<file path="src/rtl/lbp_pkg.sv">
package lbp_pkg;

   typedef enum logic [1:0] {
      ESZ_BYTE  = 2'd0,
      ESZ_HALF  = 2'd1,
      ESZ_WORD  = 2'd2,
      ESZ_DWORD = 2'd3
   } esize_e;

   typedef struct packed {
      logic n;
      logic z;
      logic c;
      logic v;
   } cond_flags_t;

   localparam int unsigned BYTES_PER_UNIT = 16;

endpackage

</file>
<file path="src/rtl/lbp_lane_count.sv">
module lbp_lane_count #(
   parameter int unsigned MAX_VL = 16,
   parameter int unsigned VL_W   = 5,
   parameter int unsigned CNT_W  = 9
) (
   input  logic [VL_W-1:0]  vlen,
   input  lbp_pkg::esize_e  esize,
   output logic [CNT_W-1:0] eff_vl,
   output logic [CNT_W-1:0] elem_cnt
);
   import lbp_pkg::*;

   if (VL_W < $clog2(MAX_VL + 1)) begin : g_bad_vlw
      $error("VL_W cannot hold MAX_VL");
   end

   always_comb begin
      if (vlen == '0) begin
         eff_vl = CNT_W'(1);
      end else if (vlen > VL_W'(MAX_VL)) begin
         eff_vl = CNT_W'(MAX_VL);
      end else begin
         eff_vl = CNT_W'(vlen);
      end
   end

   always_comb begin
      elem_cnt = (eff_vl << 4) >> esize;
   end

endmodule

</file>
<file path="src/rtl/lbp_active_count.sv">
module lbp_active_count #(
   parameter int unsigned IDX_W = 64,
   parameter int unsigned CNT_W = 9
) (
   input  logic [IDX_W-1:0] index,
   input  logic [IDX_W-1:0] limit,
   input  logic [CNT_W-1:0] elem_cnt,
   output logic [CNT_W-1:0] act_cnt
);

   if (IDX_W < CNT_W) begin : g_bad_idxw
      $error("IDX_W must be at least CNT_W");
   end

   logic signed [IDX_W:0] remain;

   always_comb begin
      remain = $signed({limit[IDX_W-1], limit}) - $signed({index[IDX_W-1], index});
   end

   always_comb begin
      if (remain[IDX_W] || (remain == '0)) begin
         act_cnt = '0;
      end else if (remain[IDX_W-1:0] >= IDX_W'(elem_cnt)) begin
         act_cnt = elem_cnt;
      end else begin
         act_cnt = remain[CNT_W-1:0];
      end
   end

endmodule

</file>
<file path="src/rtl/lbp_mask_expand.sv">
module lbp_mask_expand #(
   parameter int unsigned PRED_W = 256,
   parameter int unsigned CNT_W  = 9
) (
   input  lbp_pkg::esize_e   esize,
   input  logic [CNT_W-1:0]  act_cnt,
   output logic [PRED_W-1:0] pred
);
   import lbp_pkg::*;

   logic [2:0] low_mask;

   always_comb begin
      case (esize)
         ESZ_BYTE:  low_mask = 3'b000;
         ESZ_HALF:  low_mask = 3'b001;
         ESZ_WORD:  low_mask = 3'b011;
         default:   low_mask = 3'b111;
      endcase
   end

   for (genvar b = 0; b < PRED_W; b++) begin : g_byte
      logic lead;
      logic [CNT_W-1:0] elem_idx;
      always_comb begin
         lead     = ((3'(b) & low_mask) == 3'd0);
         elem_idx = CNT_W'(b) >> esize;
         pred[b]  = lead && (elem_idx < act_cnt);
      end
   end

endmodule

</file>
<file path="src/rtl/loop_pred_gen.sv">
module loop_pred_gen #(
   parameter int unsigned IDX_W  = 64,
   parameter int unsigned MAX_VL = 16,
   parameter int unsigned VL_W   = 5
) (
   input  logic                        clk,
   input  logic                        rst_n,
   input  logic                        in_valid,
   input  logic [IDX_W-1:0]            in_index,
   input  logic [IDX_W-1:0]            in_limit,
   input  logic [1:0]                  in_esize,
   input  logic [VL_W-1:0]             in_vlen,
   output logic                        out_valid,
   output logic [16*MAX_VL-1:0]        out_pred,
   output logic [IDX_W-1:0]            out_step,
   output logic                        out_flag_n,
   output logic                        out_flag_z,
   output logic                        out_flag_c,
   output logic                        out_flag_v
);
   import lbp_pkg::*;

   localparam int unsigned PRED_W = BYTES_PER_UNIT * MAX_VL;
   localparam int unsigned CNT_W  = $clog2(PRED_W + 1);

   if (MAX_VL < 1) begin : g_bad_maxvl
      $error("MAX_VL must be at least 1");
   end
   if (IDX_W < 8) begin : g_bad_idx
      $error("IDX_W must be at least 8");
   end

   esize_e            esz;
   logic [CNT_W-1:0]  eff_vl;
   logic [CNT_W-1:0]  elem_cnt;
   logic [CNT_W-1:0]  act_cnt;
   logic [PRED_W-1:0] pred_c;
   cond_flags_t       flags_c;
   cond_flags_t       flags_q;

   assign esz = esize_e'(in_esize);

   lbp_lane_count #(.MAX_VL(MAX_VL), .VL_W(VL_W), .CNT_W(CNT_W)) u_lanes (
      .vlen     (in_vlen),
      .esize    (esz),
      .eff_vl   (eff_vl),
      .elem_cnt (elem_cnt)
   );

   lbp_active_count #(.IDX_W(IDX_W), .CNT_W(CNT_W)) u_active (
      .index    (in_index),
      .limit    (in_limit),
      .elem_cnt (elem_cnt),
      .act_cnt  (act_cnt)
   );

   lbp_mask_expand #(.PRED_W(PRED_W), .CNT_W(CNT_W)) u_mask (
      .esize    (esz),
      .act_cnt  (act_cnt),
      .pred     (pred_c)
   );

   always_comb begin
      flags_c.n = (act_cnt != '0);
      flags_c.z = (act_cnt == '0);
      flags_c.c = (act_cnt < elem_cnt);
      flags_c.v = 1'b0;
   end

   always_ff @(posedge clk or negedge rst_n) begin
      if (!rst_n) begin
         out_valid <= 1'b0;
         out_pred  <= '0;
         out_step  <= '0;
         flags_q   <= '{n: 1'b0, z: 1'b1, c: 1'b0, v: 1'b0};
      end else begin
         out_valid <= in_valid;
         if (in_valid) begin
            out_pred <= pred_c;
            out_step <= IDX_W'(elem_cnt);
            flags_q  <= flags_c;
         end
      end
   end

   assign out_flag_n = flags_q.n;
   assign out_flag_z = flags_q.z;
   assign out_flag_c = flags_q.c;
   assign out_flag_v = flags_q.v;


   valid_follow_chk: assert property (@(posedge clk) disable iff (!rst_n)
      in_valid |=> out_valid);

   valid_idle_chk: assert property (@(posedge clk) disable iff (!rst_n)
      !in_valid |=> !out_valid);

   hold_result_chk: assert property (@(posedge clk) disable iff (!rst_n)
      !in_valid |=> ($stable(out_pred) && $stable(out_step) && $stable(flags_q)));

   zero_flag_chk: assert property (@(posedge clk) disable iff (!rst_n)
      out_flag_z == (out_pred == '0));

   first_flag_chk: assert property (@(posedge clk) disable iff (!rst_n)
      out_flag_n == out_pred[0]);

   ovf_flag_chk: assert property (@(posedge clk) disable iff (!rst_n)
      !out_flag_v);

   count_bound_chk: assert property (@(posedge clk) disable iff (!rst_n)
      $countones(out_pred) <= int'(out_step));

   carry_flag_chk: assert property (@(posedge clk) disable iff (!rst_n)
      (out_valid && !out_flag_c) |-> ($countones(out_pred) == int'(out_step)));

endmodule

</file>
<file path="config.mk">
export PLATFORM = sky130hd
export DESIGN_NAME = loop_pred_gen
export DESIGN_NICKNAME = d
export VERILOG_FILES = /design/src/rtl/lbp_pkg.sv /design/src/rtl/lbp_lane_count.sv /design/src/rtl/lbp_active_count.sv /design/src/rtl/lbp_mask_expand.sv /design/src/rtl/loop_pred_gen.sv
export SDC_FILE = /design/constraint.sdc
export NUM_CORES = 1
export LEC_CHECK = 0
export BUFFER_PORTS_ARGS = -buffer_cell sky130_fd_sc_hd__buf_2
export CAP_MARGIN = 10
export CORE_MARGIN = 2
export CORE_UTILIZATION = 35
export CTS_CLUSTER_DIAMETER = 40
export DETAILED_ROUTE_END_ITERATION = 16
export PLACE_DENSITY = 0.55
export SLEW_MARGIN = 5
export SYNTH_ARGS = -nofsm -noshare
export SYNTH_HDL_FRONTEND = slang
export SYNTH_SLANG_ARGS = --single-unit
</file>
<file path="constraint.sdc">
create_clock -name clk -period 0.8 [get_ports clk]
set_input_delay 0.12 -clock clk [delete_from_list [all_inputs] [get_ports clk]]
set_output_delay 0.12 -clock clk [all_outputs]
set_load 0.01 [all_outputs]
</file>
# == After elaboration in Yosys (flattened, before gate mapping) ==
# Index checks and enable logic that the tools add are counted.
# W data, S select, Z words.
# classes
add_sub_neg,1
mux,5
reduce_logical,237
shifts,257
eq_ne,2
magnitude_cmp,259
# ops
cell,n
$lt A9 B9 Y1,257
$shr A8 B2 Y9 const A,128
$shr A7 B2 Y9 const A,64
$shr A6 B2 Y9 const A,32
$logic_and A1 B1 Y1,224
$shr A5 B2 Y9 const A,16
$shr A4 B2 Y9 const A,8
$logic_not A65 Y1,1
$sub A64 B64 Y65,1
$ge A64 B9 Y1,1
$shr A3 B2 Y9 const A,4
$logic_not A3 Y1,7
$mux W9,2
$shr A1 B2 Y9 const A,2
$shr A2 B2 Y9 const A,2
$mux W5,2
$logic_not A9 Y1,1
$pmux W3 S3,1
$reduce_bool A9 Y1,1
$shr A9 B2 Y9,1
$gt A5 B5 Y1 const B,1
$logic_not A5 Y1,1
$eq A2 B1 Y1 const B,1
$eq A2 B2 Y1 const B,1
2 further kinds,2
# totals
ff_bits,269

# == Logic depth before layout (Yosys ltp) ==
# Gate-level depths: netlist of run 1.
# logic_depth
word_depth,9
depth_mapped,31
depth_no_buf,30

# == Modules after synthesis ==
# A second synthesis of run 1 with hierarchy kept.
# hier_totals
hier_cells,2630
hier_area_um2,22557.9
# by_module_without_submodules
mod,area_each_um2,instances,cells_each
loop_pred_gen,10685.2,1,658
lbp_mask_expand,6087.1,1,1072
lbp_active_count,5557.8,1,868
lbp_lane_count,227.7,1,32

# == Worst setup path before layout of run 1 ==
# No wires, ideal clock.
# synth_timing
kind,input port to flip-flop
from,in in_limit[0]
to,reg out_pred[74]
required_ns,0.678
path_slack_ns,-4.873
arrival_time_ns,5.552
setup_time_ns,0.122
path_buffers,4
stages,26
cell_sequence,inv_1 ha_1 inv_1 fa_1 a211oi_1 o211a_1 nor3_2 o21ai_0 nor4b_1 a311oi_1 or4b_1 nor4_1 nand4b_1 nor4_1 a21o_1 buf_2 buf_2 buf_2 nor2_1 inv_1 ha_1 clkbuf_1 inv_1 o2111ai_1 or3_1 a32o_1
# synth_between
elab_chain_len,6
word_cells_on_any_way,8
# synth_lines
item,line_no,source
"start, declared",loop_pred_gen.sv:10,"input logic [IDX_W-1:0] in_limit,"
$sub A64 B64 Y65 *,lbp_active_count.sv:18,"remain = $signed({limit[IDX_W-1], limit}) - $signed({index[IDX_W-1], index});"
$ge A64 B9 Y1 / $logic_not A65 Y1 (equally long branches),"lbp_active_count.sv:24, lbp_active_count.sv:22",
$mux W9 / $logic_or A1 B1 Y1 (equally long branches),"lbp_active_count.sv:24, lbp_active_count.sv:22",
$mux W9 *,lbp_active_count.sv:22,if (remain[IDX_W] || (remain == '0)) begin
$lt A9 B9 Y1 *,lbp_mask_expand.sv:28,pred[b] = lead && (elem_idx < act_cnt);
$logic_and A1 B1 Y1 *,lbp_mask_expand.sv:28,
"end signal, assigned",loop_pred_gen.sv:79,out_pred <= pred_c;
"end, declared",loop_pred_gen.sv:14,"output logic [16*MAX_VL-1:0] out_pred,"
# Mark *: on every way between the ends. The rest lies on a longest branch, timed or not.
# A chain may end at the register's enable or synchronous reset.

# == Worst setup path in the final report of run 1 ==
# layout_timing
from,in in_index[2]
to,reg out_pred[148]
# layout_between
elab_chain_len,6
word_cells_on_any_way,8
# layout_lines
item,line_no,source
"start, declared",loop_pred_gen.sv:9,"input logic [IDX_W-1:0] in_index,"
$sub A64 B64 Y65 *,lbp_active_count.sv:18,
$ge A64 B9 Y1 / $logic_not A65 Y1 (equally long branches),"lbp_active_count.sv:24, lbp_active_count.sv:22",
$mux W9 / $logic_or A1 B1 Y1 (equally long branches),"lbp_active_count.sv:24, lbp_active_count.sv:22",
$mux W9 *,lbp_active_count.sv:22,
$lt A9 B9 Y1 *,lbp_mask_expand.sv:28,
$logic_and A1 B1 Y1 *,lbp_mask_expand.sv:28,
# Marked as above.

==> metrics.yaml, run 1 <==
async_reset_ff_share_pct: 100
antenna_left: 0
total_power_w: 0.0743
ir_drop_v: 0.00174
setup-violations-final: 538
violations: "setup timing"
final_cells: 4996
seq_power_share_pct: 22.7
die_w_um: 257
p_clk_share_pct: 29.6
clk_pin_slew_worst_paths_ns: 0.06
worst_setup_path_end_kind: "flop"
fin_area_um2: 39900
synthCells: 2753
drv_cap: 0
gr-total-overflow: 0
hold_path_class: "primary input to flop"
gp_congestion: 1.06
io_buffers: 405
grt_max_degree: 65
cpMaxStageDelayCell: "or4_4"
vias_per_cell: 5.90
ff2ff_setup_slack_ns: -0.08
place_area_um2: 32600
holdWs_ns: 0.0532
cts_root_buffer: "clkbuf_16"
drt_iter0_markers: 2373
tightest_slew_ns: 0.787
critPathArrivalTime_ns: 5.31
finalHoldViolations: 0
clockBufferDepth: 3
drive_gt1_share_pct: 53.6
final_max_slew_viol_count: 0
grt_pass1_wl_mm: 192
cts_tree: "yes"
ys_dominant_reg_cell: "dfrtp_1"
dieHeight_um: 257
fillers: 5458
p_int_w: 0.0444
num_rows: 92
hpwl_mm: 104
cp_max_fo: 7
fin_crit_sh_pct: 603
switching_share_pct: 40.3
powerDensity_nw_per_um2: 1860
p_leak_nw: 18.4
die_area_um2: 66100
grt_usage_pct: 38.4
fin_crit_ns: 4.82
final_util_pct: 63.1
timing.fmax_mhz: 207
fin_nets: 4397
area_growth_pct: 78.0
wl_per_cell_um: 26.6
cpPeakStageDelay_ns: 0.44
routed_wl_mm: 133
avgSynthCellArea_um2: 8.14
crit_type: "primary input to flop"
yosys_warnings: 0
vias: 29500
combPwrFrac_pct: 47.7
drt_first_pass_iters: 5
required_ns: 1.29
switchingPower_w: 0.0299
first_global_vias: 29800
start_util_pct: 35.5
dp_cells: 4775
setup_ws_ns: -4.02
htree_levels: 2
yosysUniqueCellTypes: 100
clock_latency_ns: 0.59
io_pins: 463
cts.sinks: 268
ys_seq_area_share_pct: 29.9
fin_skew_ns: 0
antenna_found_initial: 3
status: "finished with violations"
synth_edf_count: 0
synth_area_um2: 22400
core_area_um2: 63200
grt_setup_unrepaired: "true"
crit_top_cell: "buf_6"
cts_made_buffers: 50
drc: 0
ys_ff_latch: 268
start_kind: "primary input"
relSlewSlack_pct: 47.2
sequential cells by signal, indices dropped and copies added, names as in the netlist:
name and cells:
out_flag_n 1, out_flag_z 1, out_flag_c 1, out_step 8
out_pred 256, out_valid 1
power by group through the flow:
stage / Sequential, W / Combinational, W / Clock [W]
floorplan: 0.0175 / 0.0124 / 0
global placement: 0.0170 / 0.0280 / 0
detailed placement: 0.0170 / 0.0282 / 0
CTS: 0.0168 / 0.0326 / 0.0221
global route: 0.0170 / 0.0370 / 0.0228
finish: 0.0169 / 0.0354 / 0.0220
final timing paths:
path / startpoint / to / cells past startpoint
worst max-delay path: in_index[2] / out_pred[148] / 29
worst min-delay path: in_valid / out_pred[225] / 3
max in group asynchronous: rst_n / out_pred[57] / 3
min in group asynchronous: rst_n / out_pred[67] / 3
worst min register to register: out_flag_z / out_flag_z / 2
worst max register to register: out_pred[168] / out_pred[168] / 2
worst max-delay path: cells and delay by family:
family	cells	cell delay, ns
adder cells (fa/ha/maj)	2	0.49
XOR/XNOR	1	0.09
AO/OA/AOI/OAI	8	1.74
AND/OR/NAND/NOR	7	1.30
buffers and inverters	11	1.53
kinds of logic (layout without fill, tap and decap cells):
group | after synthesis | count (layout) | synth area share, %
buffers and inverters | 447 | 1783 | 8.67
DFF | 268 | 268 | 29.9
AOI/OAI and AO/OA | 1021 | 1023 | 32.2
and+or+nand+nor | 806 | 807 | 18.1
muxes | 27 | 27 | 1.30
adders and majority gates | 153 | 153 | 8.58
xor gates and xnor gates | 30 | 30 | 1.17
other | 1 | 59 | 0.0167
metal layers:
metal,up-vias,global-route usage (%),share of wire (%)
met5,-,0,0
met2,1437,66.2,48
met3,418,5.76,7.0
met1,14600,45.8,38
met4,0,21.3,6.6
li1,13000,-,-
what timing repair did:
item / 4_1_cts / 5_1_grt
gates cloned: 10 / 3
hold endpoints to repair: 272 / 0
resized for setup: 634 / 281
hold buffers: 3 / 0
pin swaps: 203 / 124
setup endpoints to repair: 531 / 539
buffers inserted: 90 / 31
stage by stage:
stage | setup slack, ns | setup TNS [ns]
2_1_floorplan | -4.13 | -1020.80
3_3_place_gp | -5.55 | -1368.82
3_5_place_dp | -5.40 | -1347.90
4_1_cts | -3.84 | -1088.96
5_1_grt | -4.16 | -1170.53
6_report | -4.02 | -1126.44
cells in the mapped netlist (all sizes together) (11+ instances only):
cell / instances / area [um2]
dfrtp: 267 / 6680
a21oi: 225 / 1140
inv: 211 / 792
nor2: 207 / 780
nand2: 194 / 731
o21ai: 174 / 875
ha: 152 / 1900
clkbuf: 138 / 521
buf: 95 / 619
o2bb2ai: 91 / 797
nor3: 78 / 410
o32ai: 76 / 666
a21o: 65 / 488
o31ai: 63 / 473
nand3: 54 / 275
a32o: 52 / 521
nand4: 45 / 282
nor4: 44 / 312
o211ai: 35 / 282
o21a: 35 / 263
and2: 31 / 194
or3: 30 / 188
a31oi: 28 / 175
a211oi: 26 / 195
nor2b: 25 / 156
xnor2: 21 / 184
nand2b: 19 / 119
and3: 15 / 93.8
a211o: 14 / 123
mux2: 14 / 158
or4: 14 / 105
mux2i: 13 / 134
and4: 12 / 105
o21bai: 12 / 90.1
or2: 12 / 75.1
a221oi: 11 / 103
layout make-up:
class / instances / area [um2] / area share, %
Antenna cell: 2 / 5.00 / 0.0125
Clock buffer: 54 / 1290 / 3.23
Clock inverter: 40 / 434 / 1.09
Inverter: 214 / 853 / 2.14
Multi-Input combinational cell: 2097 / 18200 / 45.7
Sequential cell: 268 / 6710 / 16.8
Tap cell: 846 / 1060 / 2.65
Timing Repair Buffer: 1475 / 11300 / 28.4
cells in the final DEF, fill, tap and decap left out, drive strengths merged, types with 15 or more instances in the layout:
cell type / Yosys / routed
o31ai: 63 / 63
xnor2: 21 / 21
nand4: 45 / 45
and3: 15 / 15
o21a: 35 / 35
o32ai: 76 / 76
nor2: 207 / 207
o21ai: 174 / 175
nor4: 44 / 44
conb: 1 / 57
inv: 211 / 235
dfrtp: 267 / 267
nand3: 54 / 54
o211ai: 35 / 35
clkbuf: 138 / 57
nor2b: 25 / 25
ha: 152 / 152
nand2: 194 / 194
a21oi: 225 / 226
and2: 31 / 32
a32o: 52 / 52
buf: 95 / 1469
nand2b: 19 / 19
or3: 30 / 30
a211oi: 26 / 26
nor3: 78 / 78
o2bb2ai: 91 / 91
a21o: 65 / 65
a31oi: 28 / 28
(Power assumes the default switching activity.)
==> run 2, diff against run 1 <==
--- a/config.mk
+++ b/config.mk
@@ -5,6 +5,7 @@
 export SDC_FILE = /design/constraint.sdc
 export NUM_CORES = 1
 export LEC_CHECK = 0
+export ABC_AREA = 1
 export BUFFER_PORTS_ARGS = -buffer_cell sky130_fd_sc_hd__buf_2
 export CAP_MARGIN = 10
 export CORE_MARGIN = 2
==> constraint.sdc (replaced) <==
create_clock -name clk -period 4.02 [get_ports clk]
set_input_delay 0.603 -clock clk [delete_from_list [all_inputs] [get_ports clk]]
set_output_delay 0.603 -clock clk [all_outputs]
set_load 0.01 [all_outputs]
==> metrics.yaml, run 2 <==
synth_edf_count: 0  # unchanged
critPathArrivalTime_ns: 4.77  # -0.54 ns
vias_per_cell: 5.07  # -14%
ys_seq_area_share_pct: 27.9  # -2.1 points
yosys_warnings: 0  # unchanged
clock_latency_ns: 0.59  # about the same
io_pins: 463  # unchanged
cts.sinks: 268  # unchanged
antenna_found_initial: 2  # -1
worst_setup_path_end_kind: "flop"
die_w_um: 266  # +3.6%
hold_path_class: "primary input to asynchronous set/reset pin"
async_reset_ff_share_pct: 100  # unchanged
fin_skew_ns: 0  # unchanged
avgSynthCellArea_um2: 6.17  # -24%
area_growth_pct: 60.0
drt_first_pass_iters: 6  # +1
fin_crit_sh_pct: 105
crit_type: "primary input to flop"
ir_drop_v: 0.000340  # -81%
largest_reg_flops: 256  # unchanged
total_power_w: 0.0138  # -81%
yosysTopAreaCell: "dfrtp_1"
dieHeight_um: 266  # +3.6%
timing.fmax_mhz: 236
setup-violations-final: 237  # -56%
fin_nets: 5272  # +20%
drc: 0  # unchanged
grt_usage_pct: 32.3  # -6.1 points
synth_area_leaders: "dfrtp_1 28%, nand2_1 22%, inv_1 8.8%"
setup_ws_ns: -0.216  # +3.81 ns
synth_top_family_by_area: "simple AND/OR/NAND/NOR gates"
finalHoldViolations: 0  # unchanged
violations: "setup timing"
yosys.area_share.adder_pct: 7.99  # -0.59 points
cpPeakStageDelay_ns: 0.39  # -0.05 ns
synth_most_common_cell: "nand2_1"
top_register: "out_pred"
cts_made_buffers: 43  # -14%
grt_pass1_wl_mm: 172  # -10%
status: "finished with violations"
fillers: 6633  # +22%
antenna_left: 0  # unchanged
final_common_cell: "nand2_1"
powerDensity_nw_per_um2: 359  # -81%
cpMaxStageDelayCell: "fa_2"
ys_top_cells_by_count: "1,399 x nand2_1, 565 x inv_1, 339 x nor2_1"
first_global_vias: 28100  # -5.6%
grt_setup_unrepaired: "true"
vias: 29900  # +1.5%
tightest_slew_ns: 1.16  # +0.377 ns
required_ns: 4.56  # +3.27 ns
io_buffers: 405  # unchanged
synth_compound_area_share_pct: 8.87  # -23 points
cp_max_fo: 7  # unchanged
ys_ff_latch: 268  # unchanged
crit_top_cell: "nand2_1"
die_area_um2: 70900  # +7.3%
cts_tree: "yes"
synth_mux_area_share_pct: 0.0416  # -1.3 points
cts_root_buffer: "clkbuf_16"
drive_gt1_share_pct: 40.1  # -14 points
htree_levels: 2  # unchanged
yosysTopAreaCellShare_pct: 27.8  # -2.0 points
gr-total-overflow: 0  # unchanged
p_leak_nw: 20.5  # +11%
core_area_um2: 68300  # +8.1%
yosysUniqueCellTypes: 52  # -48%
drt_iter0_markers: 2567  # +8.2%
clockBufferDepth: 3  # unchanged
synth_area_um2: 24100  # +7.4%
wl_per_cell_um: 20.2  # -24%
layout_common_cells: "1,268 x nand2_1, 586 x buf_4, 498 x inv_1"
grt_max_degree: 243  # +270%
cts-hold-fix-buffers: 0  # -3
num_rows: 96  # +4.3%
finalSetupTns_ns: -19.66  # +1106.78 ns
fin_crit_ns: 4.24
gp_congestion: 0.981  # -7.9%
yosys.area_share.simple_pct: 41.2  # +23 points
holdWs_ns: 0.0387  # -0.0145 ns
start_util_pct: 35.2  # -0.25 points
reg.largest.list: "out_pred (256), out_step (8)"
pre_cts_ws_ns: -1.19  # +4.21 ns
synth_xor_xnor_area_share_pct: 0.437  # -0.74 points
start_kind: "primary input"
synthCells: 3903  # +42%
routed_wl_mm: 119  # -10%
ys_dominant_reg_cell: "dfrtp_1"
clk_pin_slew_worst_paths_ns: 0.06  # about the same
hpwl_mm: 93.0  # -11%
drv_cap: 0  # unchanged
relSlewSlack_pct: 22.4  # -25 points
final_max_slew_viol_count: 0  # unchanged
run 2: cell types whose count changed after synthesis, sizes merged, moves of 86 or more:
cell / before / now
clkbuf: 138 / 52
inv: 211 / 595
nand2: 194 / 1408
nand3: 54 / 321
nand4: 45 / 135
nor2: 207 / 374
o2bb2ai: 91 / 0
run 2: cell type report:
| type | count | area (um2) | share of cell area, % |
|---|---|---|---|
| antenna | 1 | 2.50 | 0.00650 |
| timing repair buffer | 1145 | 8780 | 22.8 |
| multi-input combinational | 2921 | 18100 | 46.9 |
| tap | 882 | 1100 | 2.87 |
| clock buffer | 48 | 1100 | 2.87 |
| inverter | 602 | 2380 | 6.18 |
| clock inverter | 30 | 357 | 0.926 |
| sequential | 268 | 6710 | 17.4 |
run 2: path summary, 6_finish.rpt:
| kind | start | endpoint | slack [ns] | cells after the start |
|---|---|---|---|---|
| min in group clk | out_pred[174] | out_pred[174] | 0.46 | 2 |
| worst max-delay path | in_limit[0] | out_pred[220] | -0.22 | 35 |
| worst min register to register | out_pred[174] | out_pred[174] | 0.46 | 2 |
| worst max register to register | out_pred[89] | out_pred[89] | 3.16 | 3 |
| worst min-delay path | rst_n | out_pred[207] | 0.04 | 1 |
| max in group asynchronous | rst_n | out_pred[123] | 2.91 | 2 |
run 2: logic make-up after synthesis:
family	count (synthesis)
compound gates	392
other cells	1
flops	268
simple gates	2306
xor+xnor	12
fa+ha+maj	153
buf+inv	770
mux	1
run 2: per-stage QoR:
stage | instances | utilization, % | instance area [um2]
floorplan | 3959 | - | 24800
detailed placement | 5720 | 47.4 | 32400
global route | 5896 | 56.3 | 38500
CTS | 5852 | 52.5 | 35900
global placement | 5720 | 47.4 | 32400
finish | 5897 | 56.3 | 38500
run 2: timing repair:
action                                  CTS  global route
buffers inserted                         56            45
gates cloned                              3             5
pin swaps                               165           270
gates resized for setup                 395           528
endpoints found under the setup margin  256           256
run 2: critical path, delay by kind of cell:
| family | cells | cell delay [ns] |
|---|---|---|
| simple gates | 20 | 2.03 |
| buf+inv | 9 | 0.95 |
| compound gates | 3 | 0.46 |
| fa+ha+maj | 3 | 0.71 |
run 2: per-layer routing:
metal | global-route usage [%] | routed length (um) | up-vias
met5 | 0 | 33 | -
met4 | 11.7 | 5080 | 4
met3 | 6.01 | 10400 | 256
met2 | 50.1 | 52000 | 1272
met1 | 44.6 | 51600 | 14000
li1 | - | - | 14400
run 2: where the power goes:
part           total, W  switching, W  internal [W]
Clock           0.00381       0.00156       0.00226
Combinational   0.00662       0.00385       0.00277
Sequential      0.00339      0.000296       0.00309
